==> config.mk <==
export PLATFORM = sky130hd
export DESIGN_NAME = epoch_lag_predictor
export DESIGN_NICKNAME = d
export VERILOG_FILES = /design/src/rtl/elp_pkg.sv /design/src/rtl/elp_eff.sv /design/src/rtl/elp_argmax.sv /design/src/rtl/elp_lag_bank.sv /design/src/rtl/epoch_lag_predictor.sv
export SDC_FILE = /design/constraint.sdc
export NUM_CORES = 2
export LEC_CHECK = 0
export BUFFER_PORTS_ARGS = -buffer_cell sky130_fd_sc_hd__buf_2
export CORE_MARGIN = 5
export CORE_UTILIZATION = 45
export CTS_CLUSTER_DIAMETER = 30
export DETAILED_ROUTE_END_ITERATION = 6
export PLACE_DENSITY = 0.61
export SLEW_MARGIN = 15
export SYNTH_ARGS = -nofsm -noshare
export SYNTH_HDL_FRONTEND = slang
export SYNTH_SLANG_ARGS = --single-unit
==> constraint.sdc <==
create_clock -name clk -period 57.1 [get_ports clk]
set_input_delay 17.13 -clock clk [delete_from_list [all_inputs] [get_ports clk]]
set_output_delay 17.13 -clock clk [all_outputs]
set_load 0.02 [all_outputs]
==> src/rtl/elp_pkg.sv <==
package elp_pkg;
  function automatic int unsigned idx_width(input int unsigned n);
    return (n < 2) ? 1 : $clog2(n);
  endfunction
endpackage

==> src/rtl/elp_eff.sv <==
module elp_eff #(
  parameter int unsigned DUR_W = 32
) (
  input  logic [DUR_W-1:0] dur,
  input  logic [DUR_W-1:0] lag,
  output logic [DUR_W-1:0] eff
);
  always_comb begin
    if (dur > lag) eff = dur - lag;
    else           eff = '0;
  end
endmodule

==> src/rtl/elp_argmax.sv <==
module elp_argmax #(
  parameter int unsigned N     = 4,
  parameter int unsigned W     = 32,
  parameter int unsigned IDX_W = 2
) (
  input  logic [N-1:0]   act,
  input  logic [N*W-1:0] val,
  output logic [W-1:0]   best,
  output logic [IDX_W-1:0] best_idx,
  output logic           any
);
  always_comb begin
    best     = '0;
    best_idx = '0;
    any      = 1'b0;
    for (int i = 0; i < N; i++) begin
      if (act[i] && (!any || (val[i*W +: W] > best))) begin
        best     = val[i*W +: W];
        best_idx = IDX_W'(i);
        any      = 1'b1;
      end
    end
  end
endmodule

==> src/rtl/elp_lag_bank.sv <==
module elp_lag_bank #(
  parameter int unsigned N     = 4,
  parameter int unsigned W     = 32,
  parameter int unsigned IDX_W = 2
) (
  input  logic             clk,
  input  logic             rst,
  input  logic             upd,
  input  logic [N-1:0]     act,
  input  logic [N*W-1:0]   dur,
  input  logic [W-1:0]     ep_len,
  input  logic [IDX_W-1:0] crit_idx,
  input  logic             crit_any,
  input  logic             stall_en,
  input  logic [IDX_W-1:0] stall_idx,
  output logic [N*W-1:0]   lag
);
  localparam logic [W-1:0] LAG_MAX = '1;

  for (genvar g = 0; g < N; g++) begin : g_slot
    logic [W+1:0] sum;
    logic [W-1:0] nxt;
    logic         is_crit;
    logic         is_stall;

    assign is_crit  = crit_any && (crit_idx == IDX_W'(g));
    assign is_stall = stall_en && (stall_idx == IDX_W'(g));

    always_comb begin
      sum = {2'b00, lag[g*W +: W]} + {2'b00, ep_len} - {2'b00, dur[g*W +: W]};
      if (sum[W+1])      nxt = '0;
      else if (sum[W])   nxt = LAG_MAX;
      else               nxt = sum[W-1:0];
    end

    always_ff @(posedge clk) begin
      if (rst) begin
        lag[g*W +: W] <= '0;
      end else if (upd) begin
        if (is_stall)                lag[g*W +: W] <= '0;
        else if (act[g] && is_crit)  lag[g*W +: W] <= '0;
        else if (act[g])             lag[g*W +: W] <= nxt;
      end
    end
  end
endmodule

==> src/rtl/epoch_lag_predictor.sv <==
module epoch_lag_predictor #(
  parameter int unsigned N_THR = 4,
  parameter int unsigned DUR_W = 32,
  parameter int unsigned TOT_W = 48,
  localparam int unsigned IDX_W = elp_pkg::idx_width(N_THR)
) (
  input  logic                   clk,
  input  logic                   rst,
  input  logic                   in_valid,
  output logic                   in_ready,
  input  logic [N_THR-1:0]       in_mask,
  input  logic [N_THR*DUR_W-1:0] in_dur,
  input  logic                   in_stall_en,
  input  logic [IDX_W-1:0]       in_stall_idx,
  output logic                   out_valid,
  input  logic                   out_ready,
  output logic [DUR_W-1:0]       out_len,
  output logic [IDX_W-1:0]       out_crit_idx,
  output logic                   out_crit_any,
  output logic [TOT_W-1:0]       out_total
);
  logic [N_THR*DUR_W-1:0] lag_flat;
  logic [N_THR*DUR_W-1:0] eff_flat;
  logic [DUR_W-1:0]       len_c;
  logic [IDX_W-1:0]       crit_c;
  logic                   any_c;
  logic                   accept;

  assign in_ready = !out_valid || out_ready;
  assign accept   = in_valid && in_ready;

  for (genvar g = 0; g < N_THR; g++) begin : g_eff
    elp_eff #(.DUR_W(DUR_W)) u_eff (
      .dur (in_dur[g*DUR_W +: DUR_W]),
      .lag (lag_flat[g*DUR_W +: DUR_W]),
      .eff (eff_flat[g*DUR_W +: DUR_W])
    );
  end

  elp_argmax #(.N(N_THR), .W(DUR_W), .IDX_W(IDX_W)) u_max (
    .act      (in_mask),
    .val      (eff_flat),
    .best     (len_c),
    .best_idx (crit_c),
    .any      (any_c)
  );

  elp_lag_bank #(.N(N_THR), .W(DUR_W), .IDX_W(IDX_W)) u_bank (
    .clk       (clk),
    .rst       (rst),
    .upd       (accept),
    .act       (in_mask),
    .dur       (in_dur),
    .ep_len    (len_c),
    .crit_idx  (crit_c),
    .crit_any  (any_c),
    .stall_en  (in_stall_en),
    .stall_idx (in_stall_idx),
    .lag       (lag_flat)
  );

  always_ff @(posedge clk) begin
    if (rst) begin
      out_valid    <= 1'b0;
      out_len      <= '0;
      out_crit_idx <= '0;
      out_crit_any <= 1'b0;
      out_total    <= '0;
    end else if (accept) begin
      out_valid    <= 1'b1;
      out_len      <= len_c;
      out_crit_idx <= crit_c;
      out_crit_any <= any_c;
      out_total    <= out_total + TOT_W'(len_c);
    end else if (out_ready) begin
      out_valid    <= 1'b0;
    end
  end
endmodule

# Word level (Yosys, flattened, before mapping)
# Index checks and enable logic that the tools add are counted.
word_totals:
  reg_bits: 212
  input_bits: 139
  out_inout_bits: 85
  wordCells: 107
classes:
  n_addsub: 13
  n_lt_le_gt_ge: 7
  eq_ne: 6
  mux: 37
  reduce_logical: 35
op_table:
  columns: ["cell", "n"]
  rows:
  - ["$mux 32", 28]
  - ["$gt 32x32->1", 7]
  - ["$sub 34x32->34", 4]
  - ["$add 32x32->33", 4]
  - ["$sub 32x32->32", 4]
  - ["$add 48x32->48", 1]
  - ["$logic_and 1x1->1", 16]
  - ["$reduce_bool 3->1", 4]
  - ["$eq 2x2->1 const B", 4]
  - ["$reduce_and 2->1", 4]
  - ["$mux 1", 7]
  - ["$eq 2x1->1 const B", 2]
  - ["$logic_not 1->1", 4]
  - ["$logic_not 2->1", 2]
  - ["$logic_or 1x1->1", 4]
  - ["$mux 2", 2]
  - ["$reduce_bool 2->1", 1]

# Longest topological paths before layout
logic_depth:
  word_depth: 22
  ltp_mapped: 75
  depth_no_buf: 64

# Hierarchy
# From an unflattened synthesis, not the netlist that was laid out.
hier_totals:
  cells_unflattened: 4722
  hier_area_um2: 33696.1
by_module_without_submodules:
  columns: ["mod", "n_inst", "cells_per_inst", "area_per_inst_um2", "seq_area_each_um2"]
  rows:
  - ["elp_lag_bank", 1, 2145, 15905.3, 2562.5]
  - ["epoch_lag_predictor", 1, 688, 5275.1, 1681.6]
  - ["elp_argmax", 1, 587, 4129.0, 0.0]
  - ["elp_eff (g_eff[0].u_eff ...)", 2, 319, 2062.0, 0.0]
  - ["elp_eff (g_eff[3].u_eff)", 1, 335, 2184.6, 0.0]
  - ["elp_eff (g_eff[2].u_eff)", 1, 329, 2078.2, 0.0]

# Worst setup path before layout
# OpenSTA, ideal clock, no wires.
synth_timing:
  path_type: "input -> output"
  startpoint: "input out_ready"
  endpoint: "output in_ready"
  arrival_ps: 17381
  required_ps: 39970
  path_slack_ps: 22589
  stages: 1
  n_path_buf: 0
  path_cell_list: "nand2b_1"
synth_via:
  elab_chain_cells: 1
synth_rtl:
  columns: ["item", "line_no", "rtl"]
  rows:
  - ["start: declaration", "epoch_lag_predictor.sv:16", "input logic out_ready,"]
  - ["$logic_or 1x1->1", "epoch_lag_predictor.sv:29", "assign in_ready = !out_valid || out_ready;"]
  - ["end: declaration", "epoch_lag_predictor.sv:10", "output logic in_ready,"]
# No other way between the ends.

# Worst setup path after layout
# Ends and elaborated chain as after synthesis.

==> impl_results.md <==
- Clock sink count: between 200 and 250
- Antenna-violating nets left: 0
- Hold Fails Final Rpt: 0
- Die ar.: 81,300 µm²
- Clock slew seen by the registers of the worst setup and hold paths: around 40 ps
- Avg Inst Size Synth: roughly 7 µm²
- CTS HTree Levels: 3
- Post-CTS sizing: 0
- Grt met3 use: 4.46%
- Setup Crit Path Kind: in2out
- Critical path fanouts, max: 5
- CTS root buffer: clkbuf_16
- Ys flop type: dfxtp_1
- Worst min path class: reg2reg
- Initial DRC Count: 3,036
- Util after Layout: 51.9%
- Synth top area share: 19.0%
- Gr ovfl total: 0
- Cts hold-fix bufs: 0
- FF-to-FF path depth: 60
- Core Region: 74,700 µm²
- Via/cell ratio: 5.97
- Largest cells by area after synthesis: ha_1 (19%), dfxtp_1 (12%), a21oi_1 (7.0%)
- Max frequency: 28.8 MHz
- Largest net degree at the start of global routing: 74
- Area Overhead vs Synth: 13.8%
- Num rows: 100
- RSZ-0062 raised after global routing: no
- Busiest grt layer: met2
- Share of cells above drive strength 1: 9.06%
- Status: finished clean
- Max Slew Vio Count: 0
- Worst-Margin Slew: 1160 ps
- # DRC: 0
- CP startpoint: out_ready
- Via count: 35,800
- WP data required: approximately 40,000 ps
- Post-route cell area: 38,800 µm²
- Die height: 285 µm
- Final period util: 60.8%
- Largest area contributor in the netlist: ha_1
- CTS Buf Count: 73
- Final WL: 125,000 µm
- Post-synth EDFFs: 0
- M2 GR Usage: 47.0%
- Fillers: 7,481
- DPL Wire Length: 99,200 µm
- Die X-Extent: 285 µm
- Top-Level Pins: around 220
- Post-CTS setup buffer count: 0
- Worst-case clock buffer depth: 3
- Async set or reset register ratio after synthesis: 0%
- IO buf count: 223
- Headroom to the max-slew limit: 22.9%
- Hold Startpoint: u_bank.lag[3]
- Worst reg2reg startpoint: u_bank.lag[14]
- 1st-pass router iterations: 6
- Cell Area, Placed: 36,200 µm²
- Max_cap viols: 0
- CTS tree: built
- Synth unique cells: 99
- Critical path arrival: 17,600 ps
- Cell area after synthesis: 34,100 µm²
- Hold path cells: 2
- Final setup vio count: 0
- Clk Latency, worst-skew pair: approximately 620 ps
- Skew final: approximately 37 ps
- DP Cell Count: 5,864
- First-pass GRT wire length: 189,000 µm
- YS warnings: 0
- Synthesized Nets: about 5,500
- Initial antenna violation count: 10
- CP Capture Type: output port
- Routed WL per cell: 20.9 µm
- Fin Setup TNS: 0 ps
- Tmin final: 34,730 ps
- Seq/Total Area, Yosys: about 12%
- Crit path launch type: input port
- Vias in the first global route: 33,100
- Routability-driven placement congestion ratio: 0.955
- Final std cells w/o fill: 5,993
- Initial Util: 45.6%
- GRT Overall Usage: a little under 30%
- Syn Inst Count: 4,787
- Met1 Usage GRT: 38.7%
- Yosys reg bits: 212
- Layout net count: 5,638
==> sequential cells by signal (all words and copies together) (netlist names) <==
signal        flops
out_valid         1
out_total        48
out_len          32
out_crit_idx      2
out_crit_any      1
u_bank.lag      128
==> layout make-up <==
class / instances / area, µm² / share of cell area [%]
flip-flops and latches: 212 / 4240 / 10.9
diodes: 4 / 10.0 / 0.0258
multi-input cells: 4016 / 27800 / 71.7
inverters: 406 / 1520 / 3.93
clock inverters: 31 / 589 / 1.52
clock buffers: 94 / 2010 / 5.17
well taps: 969 / 1210 / 3.13
repair buffers: 261 / 1400 / 3.62
==> cells by family (layout without fill, tap and decap cells) <==
family	after synthesis	in the layout	share of synthesized area (%)
compound gates	1660	1660	31.5
flops	212	212	12.5
simple gates	1471	1471	20.7
mux	24	24	0.716
buf+inv	559	792	6.33
fa+ha+maj	529	529	19.7
other cells	0	4	0
xor+xnor	332	332	8.54
==> cells in the mapped netlist, types with 88 or more instances <==
library cell,n
dfxtp_1,212
nor2_1,359
o21ai_1,127
nand2_1,454
inv_1,405
a21oi_1,476
xor2_1,107
ha_1,516
and2_1,88
a21o_1,210
o21ai_0,239
xnor2_1,225
nand3_1,104
clkbuf_1,110
o21a_1,89
==> stage by stage <==
| step | worst slack [ps] | hold slack [ps] |
|---|---|---|
| after global placement | 22380 | 456 |
| after global routing | 21780 | 484 |
| after CTS | 22380 | 466 |
| final | 22370 | 465 |
| after floorplan | 22590 | 443 |
| after detailed placement | 22380 | 461 |
==> critical path, stage by stage <==
cell,delay [ps]
buf_2,90
nand2b_1,190
buf_2,190
==> cells in the final DEF (no fill, tap or decap), types with 64 or more instances in the layout <==
cell type / Yosys / routed
a21o_1: 210 / 210
a21oi_1: 476 / 471
and2_1: 88 / 87
buf_2: 30 / 222
clkbuf_16: 0 / 73
dfxtp_1: 212 / 212
ha_1: 516 / 516
inv_1: 405 / 405
nand2_1: 454 / 454
nand2b_1: 70 / 70
nand3_1: 104 / 104
nand4_1: 72 / 72
nor2_1: 359 / 359
nor3_1: 73 / 73
o21a_1: 89 / 89
o21ai_0: 239 / 239
o21ai_1: 127 / 124
o21bai_1: 64 / 64
xnor2_1: 225 / 224
xor2_1: 107 / 104
==> layer usage <==
metal / vias up / share of wire, %
met1: 16600 / 43
met5: - / 0.053
met2: 1178 / 44
met4: 10 / 5.1
met3: 290 / 7.5
li1: 17700 / -
==> final timing paths <==
path / slack, ps / endpoint
max: 22370 / in_ready
min: 460 / u_bank.lag[3]
max reg2reg: 39260 / u_bank.lag[32]
min reg2reg: 460 / u_bank.lag[3]
Power is not shown: default switching activity piles up to over one toggle a cycle in this logic, so the estimate is an artifact.
